## config.mk

```make
export PLATFORM = sky130hd
export DESIGN_NAME = cic_decimator
export DESIGN_NICKNAME = d
export VERILOG_FILES = /design/src/rtl/cic_pkg.sv /design/src/rtl/cic_integrator.sv /design/src/rtl/cic_rate_gate.sv /design/src/rtl/cic_comb.sv /design/src/rtl/cic_decimator.sv
export SDC_FILE = /design/constraint.sdc
export NUM_CORES = 1
export LEC_CHECK = 0
export BUFFER_PORTS_ARGS = -buffer_cell sky130_fd_sc_hd__buf_2
export CAP_MARGIN = 20
export CORE_AREA = 3 3 148 164
export CTS_CLUSTER_DIAMETER = 40
export DETAILED_ROUTE_END_ITERATION = 8
export DIE_AREA = 0 0 151 167
export PLACE_DENSITY = 0.72
export SKIP_CTS_REPAIR_TIMING = 1
export SLEW_MARGIN = 30
export SYNTH_ARGS = -nofsm -noshare
export SYNTH_HDL_FRONTEND = slang
export SYNTH_SLANG_ARGS = --single-unit
```

## constraint.sdc

```tcl
create_clock -name clk -period 2.5 [get_ports clk]
set_input_delay 0.375 -clock clk [delete_from_list [all_inputs] [get_ports clk]]
set_output_delay 0.375 -clock clk [all_outputs]
set_load 0.05 [all_outputs]
```

## src/rtl/cic_pkg.sv

```systemverilog
package cic_pkg;

    // bits added across all sections for a given rate change and delay
    function automatic int cic_growth(input int n_stg, input int rate, input int dly);
        return n_stg * $clog2(rate * dly);
    endfunction

    function automatic int cic_acc_width(input int in_w, input int n_stg,
                                         input int rate, input int dly);
        return in_w + cic_growth(n_stg, rate, dly);
    endfunction

    // width of the decimation phase counter
    function automatic int cic_phase_width(input int rate);
        return (rate > 1) ? $clog2(rate) : 1;
    endfunction

endpackage

```

## src/rtl/cic_integrator.sv

```systemverilog
module cic_integrator #(
    parameter int W = 17
) (
    input  logic                clk,
    input  logic                rst,
    input  logic                i_vld,
    input  logic signed [W-1:0] i_dat,
    output logic                o_vld,
    output logic signed [W-1:0] o_dat
);
    logic signed [W-1:0] acc_q;

    // wrap-around accumulation, advanced on accepted samples only
    always_ff @(posedge clk) begin
        if (rst) begin
            acc_q <= '0;
            o_vld <= 1'b0;
        end else begin
            o_vld <= i_vld;
            if (i_vld) begin
                acc_q <= acc_q + i_dat;
            end
        end
    end

    assign o_dat = acc_q;
endmodule

```

## src/rtl/cic_rate_gate.sv

```systemverilog
module cic_rate_gate #(
    parameter int W    = 17,
    parameter int RATE = 8
) (
    input  logic                clk,
    input  logic                rst,
    input  logic                i_vld,
    input  logic signed [W-1:0] i_dat,
    output logic                o_vld,
    output logic signed [W-1:0] o_dat
);
    import cic_pkg::*;

    localparam int PW = cic_phase_width(RATE);
    localparam logic [PW-1:0] LAST = PW'(RATE - 1);

    logic [PW-1:0] phase_q;

    always_ff @(posedge clk) begin
        if (rst) begin
            phase_q <= '0;
            o_vld   <= 1'b0;
            o_dat   <= '0;
        end else begin
            o_vld <= 1'b0;
            if (i_vld) begin
                if (phase_q == LAST) begin
                    phase_q <= '0;
                    o_vld   <= 1'b1;
                    o_dat   <= i_dat;
                end else begin
                    phase_q <= phase_q + 1'b1;
                end
            end
        end
    end
endmodule

```

## src/rtl/cic_comb.sv

```systemverilog
module cic_comb #(
    parameter int W   = 17,
    parameter int DLY = 1
) (
    input  logic                clk,
    input  logic                rst,
    input  logic                i_vld,
    input  logic signed [W-1:0] i_dat,
    output logic                o_vld,
    output logic signed [W-1:0] o_dat
);
    // history of the last DLY decimated samples, newest first
    logic signed [W-1:0] hist_q [DLY];

    always_ff @(posedge clk) begin
        if (rst) begin
            for (int k = 0; k < DLY; k++) begin
                hist_q[k] <= '0;
            end
            o_vld <= 1'b0;
            o_dat <= '0;
        end else begin
            o_vld <= i_vld;
            if (i_vld) begin
                o_dat     <= i_dat - hist_q[DLY-1];
                hist_q[0] <= i_dat;
                for (int k = 1; k < DLY; k++) begin
                    hist_q[k] <= hist_q[k-1];
                end
            end
        end
    end
endmodule

```

## src/rtl/cic_decimator.sv

```systemverilog
module cic_decimator #(
    parameter  int IN_W  = 8,
    parameter  int N_STG = 3,
    parameter  int RATE  = 8,
    parameter  int DLY   = 1,
    localparam int ACC_W = cic_pkg::cic_acc_width(IN_W, N_STG, RATE, DLY)
) (
    input  logic                    clk,
    input  logic                    rst,
    input  logic                    in_valid,
    input  logic signed [IN_W-1:0]  in_data,
    output logic                    out_valid,
    output logic signed [ACC_W-1:0] out_data
);
    logic                    ivld [N_STG+1];
    logic signed [ACC_W-1:0] idat [N_STG+1];
    logic                    cvld [N_STG+1];
    logic signed [ACC_W-1:0] cdat [N_STG+1];

    assign ivld[0] = in_valid;
    assign idat[0] = {{(ACC_W-IN_W){in_data[IN_W-1]}}, in_data};

    for (genvar s = 0; s < N_STG; s++) begin : g_integ
        cic_integrator #(.W(ACC_W)) u_integ (
            .clk   (clk),
            .rst   (rst),
            .i_vld (ivld[s]),
            .i_dat (idat[s]),
            .o_vld (ivld[s+1]),
            .o_dat (idat[s+1])
        );
    end

    cic_rate_gate #(.W(ACC_W), .RATE(RATE)) u_gate (
        .clk   (clk),
        .rst   (rst),
        .i_vld (ivld[N_STG]),
        .i_dat (idat[N_STG]),
        .o_vld (cvld[0]),
        .o_dat (cdat[0])
    );

    for (genvar s = 0; s < N_STG; s++) begin : g_comb
        cic_comb #(.W(ACC_W), .DLY(DLY)) u_comb (
            .clk   (clk),
            .rst   (rst),
            .i_vld (cvld[s]),
            .i_dat (cdat[s]),
            .o_vld (cvld[s+1]),
            .o_dat (cdat[s+1])
        );
    end

    assign out_valid = cvld[N_STG];
    assign out_data  = cdat[N_STG];
endmodule

```

Word level (Yosys, flattened, before mapping) --
Memories as Yosys holds them, arrays and structs flattened. Cells that the tools add are included.
Storage, ports and cells: register bits after elaboration 129, memory bits (writable) 51, input bits 11, output and inout bits 18, logic and storage cells 51, memories kept 3
Cells by class: add/sub/neg operators 7, equality and inequality tests 1, mux-type cells 19, bitwise logic cells 1, reduce and logical (&&, ||, !) cells 5
Memories:
- g_comb[0].u_comb.hist_q | words 1, bits a word 17, read ports 1, clocked after memory_dff 0, write ports 1, RTL line cic_comb.sv:13 | logic signed [W-1:0] hist_q [DLY];
- g_comb[1].u_comb.hist_q | words 1, bits a word 17, read ports 1, clocked after memory_dff 0, write ports 1, RTL line cic_comb.sv:13
- g_comb[2].u_comb.hist_q | words 1, bits a word 17, read ports 1, clocked after memory_dff 0, write ports 1, RTL line cic_comb.sv:13
Operator list (number):
- 17-bit two-way mux | 3
- 17-bit OR reduction | 3
- 17-bit subtractor | 3
- 17-bit adder | 2
- 17-bit by 8-bit adder with 17-bit output | 1
- 1-bit two-way mux | 15
- 3-bit by 1-bit adder with 3-bit output (second input constant) | 1
- 3-bit equality test (second input constant) | 1
- 3-bit two-way mux | 1
- 2-bit AND reduction | 1
- 2-bit OR reduction | 1
- 1-bit NOT | 1

Longest topological paths before layout --
depth after elaboration 5, depth in mapped cells 10, gate-level depth less buffers 10

By module --
From an unflattened synthesis, not the netlist that was laid out.
Second synthesis, totals: cell total of the unflattened synthesis 1312, area total of the unflattened synthesis 11740.0 µm²
Modules (own cells, without submodules):
- cic_comb at g_comb[1].u_comb ... | instances 2, cells an instance 237, area an instance 2153.3 µm², seq. area each 870.8 µm²
- cic_integrator at g_integ[1].u_integ ... | instances 2, cells an instance 168, area an instance 1473.9 µm², seq. area each 360.3 µm²
- cic_comb at g_comb[0].u_comb | instances 1, cells an instance 232, area an instance 2114.5 µm², seq. area each 870.8 µm²
- cic_integrator at g_integ[0].u_integ | instances 1, cells an instance 177, area an instance 1445.1 µm², seq. area each 360.3 µm²
- cic_rate_gate | instances 1, cells an instance 93, area an instance 925.9 µm², seq. area each 420.4 µm²

Worst setup path after synthesis --
Ideal clock, no wire load.
path kind register to register, start register g_integ[0].u_integ.acc_q[0], end register g_integ[1].u_integ.acc_q[16], setup time 123 ps, arrival 2341 ps, required time 2377 ps, path slack 36 ps, stages on the path, launching flop included 10, path buffers 0, period minus slack after synthesis 2464 ps, path through dfxtp_1 ha_1 fa_1 a211o_1 a21o_1 o211ai_1 a31oi_1 mux2i_1 o21ai_1 mux2_1
On the way: cells in the longest elaborated chain, start to end 1
Ends and longest elaborated chain:
- start: declaration | RTL line cic_integrator.sv:11 | logic signed [W-1:0] acc_q;
- start signal: assignment | RTL line cic_integrator.sv:21 | acc_q <= acc_q + i_dat;
- 17-bit adder | RTL line cic_integrator.sv:21
- end signal: assignment | RTL line cic_integrator.sv:21
- end: declaration | RTL line cic_integrator.sv:11
No other way between the ends. A chain may end at the register's enable or synchronous reset.

Worst setup path in the final report --
start register g_integ[1].u_integ.acc_q[0], end register g_integ[2].u_integ.acc_q[16]
On the way: cells in the longest elaborated chain, start to end 1
Ends and longest elaborated chain (RTL line):
- 17-bit adder | cic_integrator.sv:21
- end signal: assignment | cic_integrator.sv:21
- end: declaration | cic_integrator.sv:11
No other way between the ends.

==> Implementation_results.wiki <==
{| class="wikitable"
! Metric !! Value
|-
| Data arrival time of the critical path || 2.81 ns
|-
| Final setup skew || 0.01416 ns
|-
| Hold Crit Class || input port to flip-flop
|-
| Ys async rst share || 0%
|-
| Synth Area per Inst || 8.967 µm²
|-
| Number of diodes || 0
|-
| Total wire length || 22540 µm
|-
| RSZ-0062 raised after global routing || true
|-
| Endpoint of the worst register-to-register path || g_integ[2].u_integ.o_dat[16]
|-
| Synth Net Count || 1349
|-
| Run status || completed
|-
| Placeable core region || 22790 µm²
|-
| Max-slew violation total from the final report || 0
|-
| Detailed-routing iteration count for the pre-antenna-repair pass || 5
|-
| Kind of critical path || flip-flop to flip-flop
|-
| Leak Pwr || 5.398 nW
|-
| Vias after detailed routing || 8618
|-
| Worst hold slack || 0.3130 ns
|-
| Final net count || 1378
|-
| Startpoint type of the worst setup path || flip-flop
|-
| Worst vdd rail ir drop || 0.0004442 V
|-
| Yosys warning count || 0
|-
| Global-route wire length before repair || 37670 µm
|-
| TritonCTS clock tree || done
|-
| Antenna violations before repair || 0
|-
| Cell Count Post-Placement || 1541
|-
| Total overflow reported by the global router || 0
|-
| Fraction of met3 tracks used by global routing || 3.401%
|-
| Part of the cycle the worst path needs || 99.52%
|-
| Met2 track demand over resource || 33.26%
|-
| Worst-skew pair later-pin latency || 0.43 ns
|-
| Count of endpoints failing hold in the final timing report || 0
|-
| Number of fill cells || 2082
|-
| Worst Tran Pin Value || 0.6959 ns
|-
| Boundary pin count || 29
|-
| Number of rows created at floorplan || 58
|-
| Maximum clock path buffer count || 2
|-
| Number of sinks driven by the clock tree || 180
|-
| Initial cell density of the core || 48.56%
|-
| WHS Path Cells || 4
|-
| Count of flip-flops with a built-in enable after synthesis || 51
|-
| Routability congestion estimate from global placement || 0.8902
|-
| Most heavily used metal layer in global routing || met2
|-
| Maximum achievable frequency || 0.4019 GHz
|-
| Worst-path maximum fanout || 3
|-
| Deepest level of the CTS H-tree || 4
|-
| Detailed Place HPWL || 16940 µm
|-
| Max-cap viol count || 0
|-
| Utilization of the core after routing || 53.69%
|-
| Floorplan die area || 25220 µm²
|-
| Combined area of all synthesized cells || 11070 µm²
|-
| Required @ worst endpoint || 2.82 ns
|-
| Via count of the first global-routing pass || 8089
|-
| Overall global routing resource usage || 18.14%
|-
| Final Critical Period || 2.488 ns
|-
| Count of input and output buffers || 28
|-
| Fraction of final layout cells with drive strength greater than 1 || 10.66%
|-
| Number of cells in the finished layout apart from fillers || 1576
|-
| Power Dens Cells || 542.7 nW/µm²
|-
| Most instantiated flip-flop cell in the synthesis netlist || sky130_fd_sc_hd__dfxtp_1
|-
| Final Setup Violations || 0
|-
| Count of cells along the worst register-to-register path || 9
|-
| Largest net degree at the start of global routing || 51
|-
| Number of buffers added by the clock tree synthesis step || 17
|-
| Kind of capture point of the worst setup path || flip-flop
|-
| Routing usage on met1 || 21.26%
|-
| Synth unique cells || 75
|-
| Register area share after synthesis || 37.18%
|-
| Routed via count divided by cell count || 5.468
|-
| Fin Setup TNS || 0 ns
|-
| X dimension of the die || 151 µm
|-
| Clock Root Buffer || sky130_fd_sc_hd__clkbuf_16
|-
| Hold path startpoint || in_data[0]
|-
| Post-route ant nets || 0
|-
| Average wire length per cell after detail routing || 14.30 µm
|-
| Worst R2R Setup Slack || 0.01 ns
|-
| Flops & latches, synth || 180
|-
| Sink of the worst hold path || g_integ[0].u_integ.o_dat[0]
|-
| Reg-to-Reg Start || g_integ[1].u_integ.o_dat[0]
|-
| Post-route DRC violation count || 0
|-
| DRC violation total after the first TritonRoute iteration || 405
|-
| Mapped Cells || 1234
|-
| Area added between synthesis and finish || 10.56%
|-
| Die extent in y || 167 µm
|-
| Final total power || 6.640 mW
|-
| Relative max-transition margin || 53.54%
|-
| Clock-pin slew on the worst setup and hold paths || 0.08 ns
|}
## how the worst max path moves through the flow
stage	startpoint	cells after the start	slack, ns	endpoint
finish	g_integ[1].u_integ.o_dat[0]	9	0.01	g_integ[2].u_integ.o_dat[16]
global route	g_integ[1].u_integ.o_dat[0]	9	-0.16	g_integ[2].u_integ.o_dat[16]
CTS	g_integ[1].u_integ.o_dat[0]	9	-0.11	g_integ[2].u_integ.o_dat[16]
detailed placement	in_data[0]	10	-0.12	g_integ[0].u_integ.o_dat[12]
global placement	in_data[0]	10	-0.10	g_integ[0].u_integ.o_dat[12]
floorplan	g_integ[0].u_integ.o_dat[0]	9	0.04	g_integ[1].u_integ.o_dat[16]
## where the power goes
| part | internal, mW | total (mW) | switching [mW] |
|---|---|---|---|
| clock | 1.32 | 2.56 | 1.24 |
| combinational | 0.393 | 0.911 | 0.517 |
| sequential | 3.09 | 3.17 | 0.0856 |
## synthesized netlist by cell type, types with 17 or more instances
cell | n | area, µm²
sky130_fd_sc_hd__a211oi_1 | 32 | 240.2
sky130_fd_sc_hd__a21o_1 | 29 | 217.7
sky130_fd_sc_hd__a21oi_1 | 65 | 325.3
sky130_fd_sc_hd__a22o_1 | 18 | 157.7
sky130_fd_sc_hd__and2_1 | 48 | 300.3
sky130_fd_sc_hd__buf_4 | 17 | 127.6
sky130_fd_sc_hd__clkbuf_1 | 30 | 112.6
sky130_fd_sc_hd__dfxtp_1 | 129 | 2582
sky130_fd_sc_hd__edfxtp_1 | 51 | 1531
sky130_fd_sc_hd__ha_1 | 98 | 1226
sky130_fd_sc_hd__inv_1 | 86 | 322.8
sky130_fd_sc_hd__mux2i_1 | 32 | 320.3
sky130_fd_sc_hd__nand2_1 | 65 | 244.0
sky130_fd_sc_hd__nand2b_1 | 23 | 143.9
sky130_fd_sc_hd__nand3_1 | 18 | 90.09
sky130_fd_sc_hd__nor2_1 | 128 | 480.5
sky130_fd_sc_hd__nor2b_1 | 24 | 150.1
sky130_fd_sc_hd__nor3_1 | 27 | 135.1
sky130_fd_sc_hd__o21a_1 | 20 | 150.1
sky130_fd_sc_hd__o21ai_0 | 54 | 270.3
sky130_fd_sc_hd__xnor2_1 | 26 | 227.7
sky130_fd_sc_hd__xor2_1 | 25 | 219.0
## through the flow
stage	setup slack, ns	cell area [µm²]
2_1_floorplan	0.03552	11070
5_1_grt	-0.1560	12230
4_1_cts	-0.1124	12130
3_3_place_gp	-0.1010	11570
3_5_place_dp	-0.1224	11570
6_report	0.01192	12230
## cell type report
type / count / area, µm² / share of cell area, %
multi-input combinational: 912 / 6426 / 52.53
inverter: 87 / 326.6 / 2.669
clock buffer: 17 / 425.4 / 3.477
clock inverter: 15 / 140.1 / 1.145
sequential: 180 / 4120 / 33.68
tap: 300 / 375.4 / 3.068
timing repair buffer: 65 / 420.4 / 3.436
## placed cells by master (no fill, tap or decap), types with 20 or more instances in the layout
cell	netlist	layout
sky130_fd_sc_hd__nor2_1	128	128
sky130_fd_sc_hd__dfxtp_1	129	124
sky130_fd_sc_hd__ha_1	98	96
sky130_fd_sc_hd__inv_1	86	86
sky130_fd_sc_hd__nand2_1	65	65
sky130_fd_sc_hd__a21oi_1	65	63
sky130_fd_sc_hd__o21ai_0	54	51
sky130_fd_sc_hd__edfxtp_1	51	51
sky130_fd_sc_hd__and2_1	48	48
sky130_fd_sc_hd__buf_4	17	38
sky130_fd_sc_hd__mux2i_1	32	32
sky130_fd_sc_hd__a211oi_1	32	29
sky130_fd_sc_hd__a21o_1	29	29
sky130_fd_sc_hd__buf_2	0	27
sky130_fd_sc_hd__nor3_1	27	26
sky130_fd_sc_hd__xnor2_1	26	26
sky130_fd_sc_hd__xor2_1	25	25
sky130_fd_sc_hd__nor2b_1	24	23
sky130_fd_sc_hd__nand2b_1	23	23
sky130_fd_sc_hd__o21a_1	20	20
## routing by layer
layer  wire length [µm]  vias up
li1                   -     4501
met1               9731     3998
met2              11870       98
met3                572       21
met4                366        0
met5                  0        -
## flip-flops by register name, indices dropped and copies added (netlist names)
name,cells
g_comb.u_comb.hist_q,51
g_comb.u_comb.o_dat,51
g_comb.u_comb.o_vld,3
g_integ.u_integ.o_dat,51
g_integ.u_integ.o_vld,3
u_gate.o_dat,17
u_gate.o_vld,1
u_gate.phase_q,3
## worst max-delay path, stage by stage (launching register included)
cell	delay, ns
sky130_fd_sc_hd__dfxtp_2	0.35
sky130_fd_sc_hd__ha_4	0.17
sky130_fd_sc_hd__fa_2	0.38
sky130_fd_sc_hd__a211oi_2	0.21
sky130_fd_sc_hd__o21bai_1	0.12
sky130_fd_sc_hd__o21ai_2	0.20
sky130_fd_sc_hd__a21oi_2	0.09
sky130_fd_sc_hd__o41ai_2	0.31
sky130_fd_sc_hd__mux2i_1	0.23
sky130_fd_sc_hd__mux2_1	0.32
## cell families after synthesis
group                      share of synthesized area [%]
xor gates and xnor gates                           4.037
muxes                                              3.098
buffers and inverters                              5.393
DFF                                                37.18
AOI/OAI and AO/OA                                  20.23
and+or+nand+nor                                    17.90
adders and majority gates                          12.17
(Power assumes the default switching activity.)
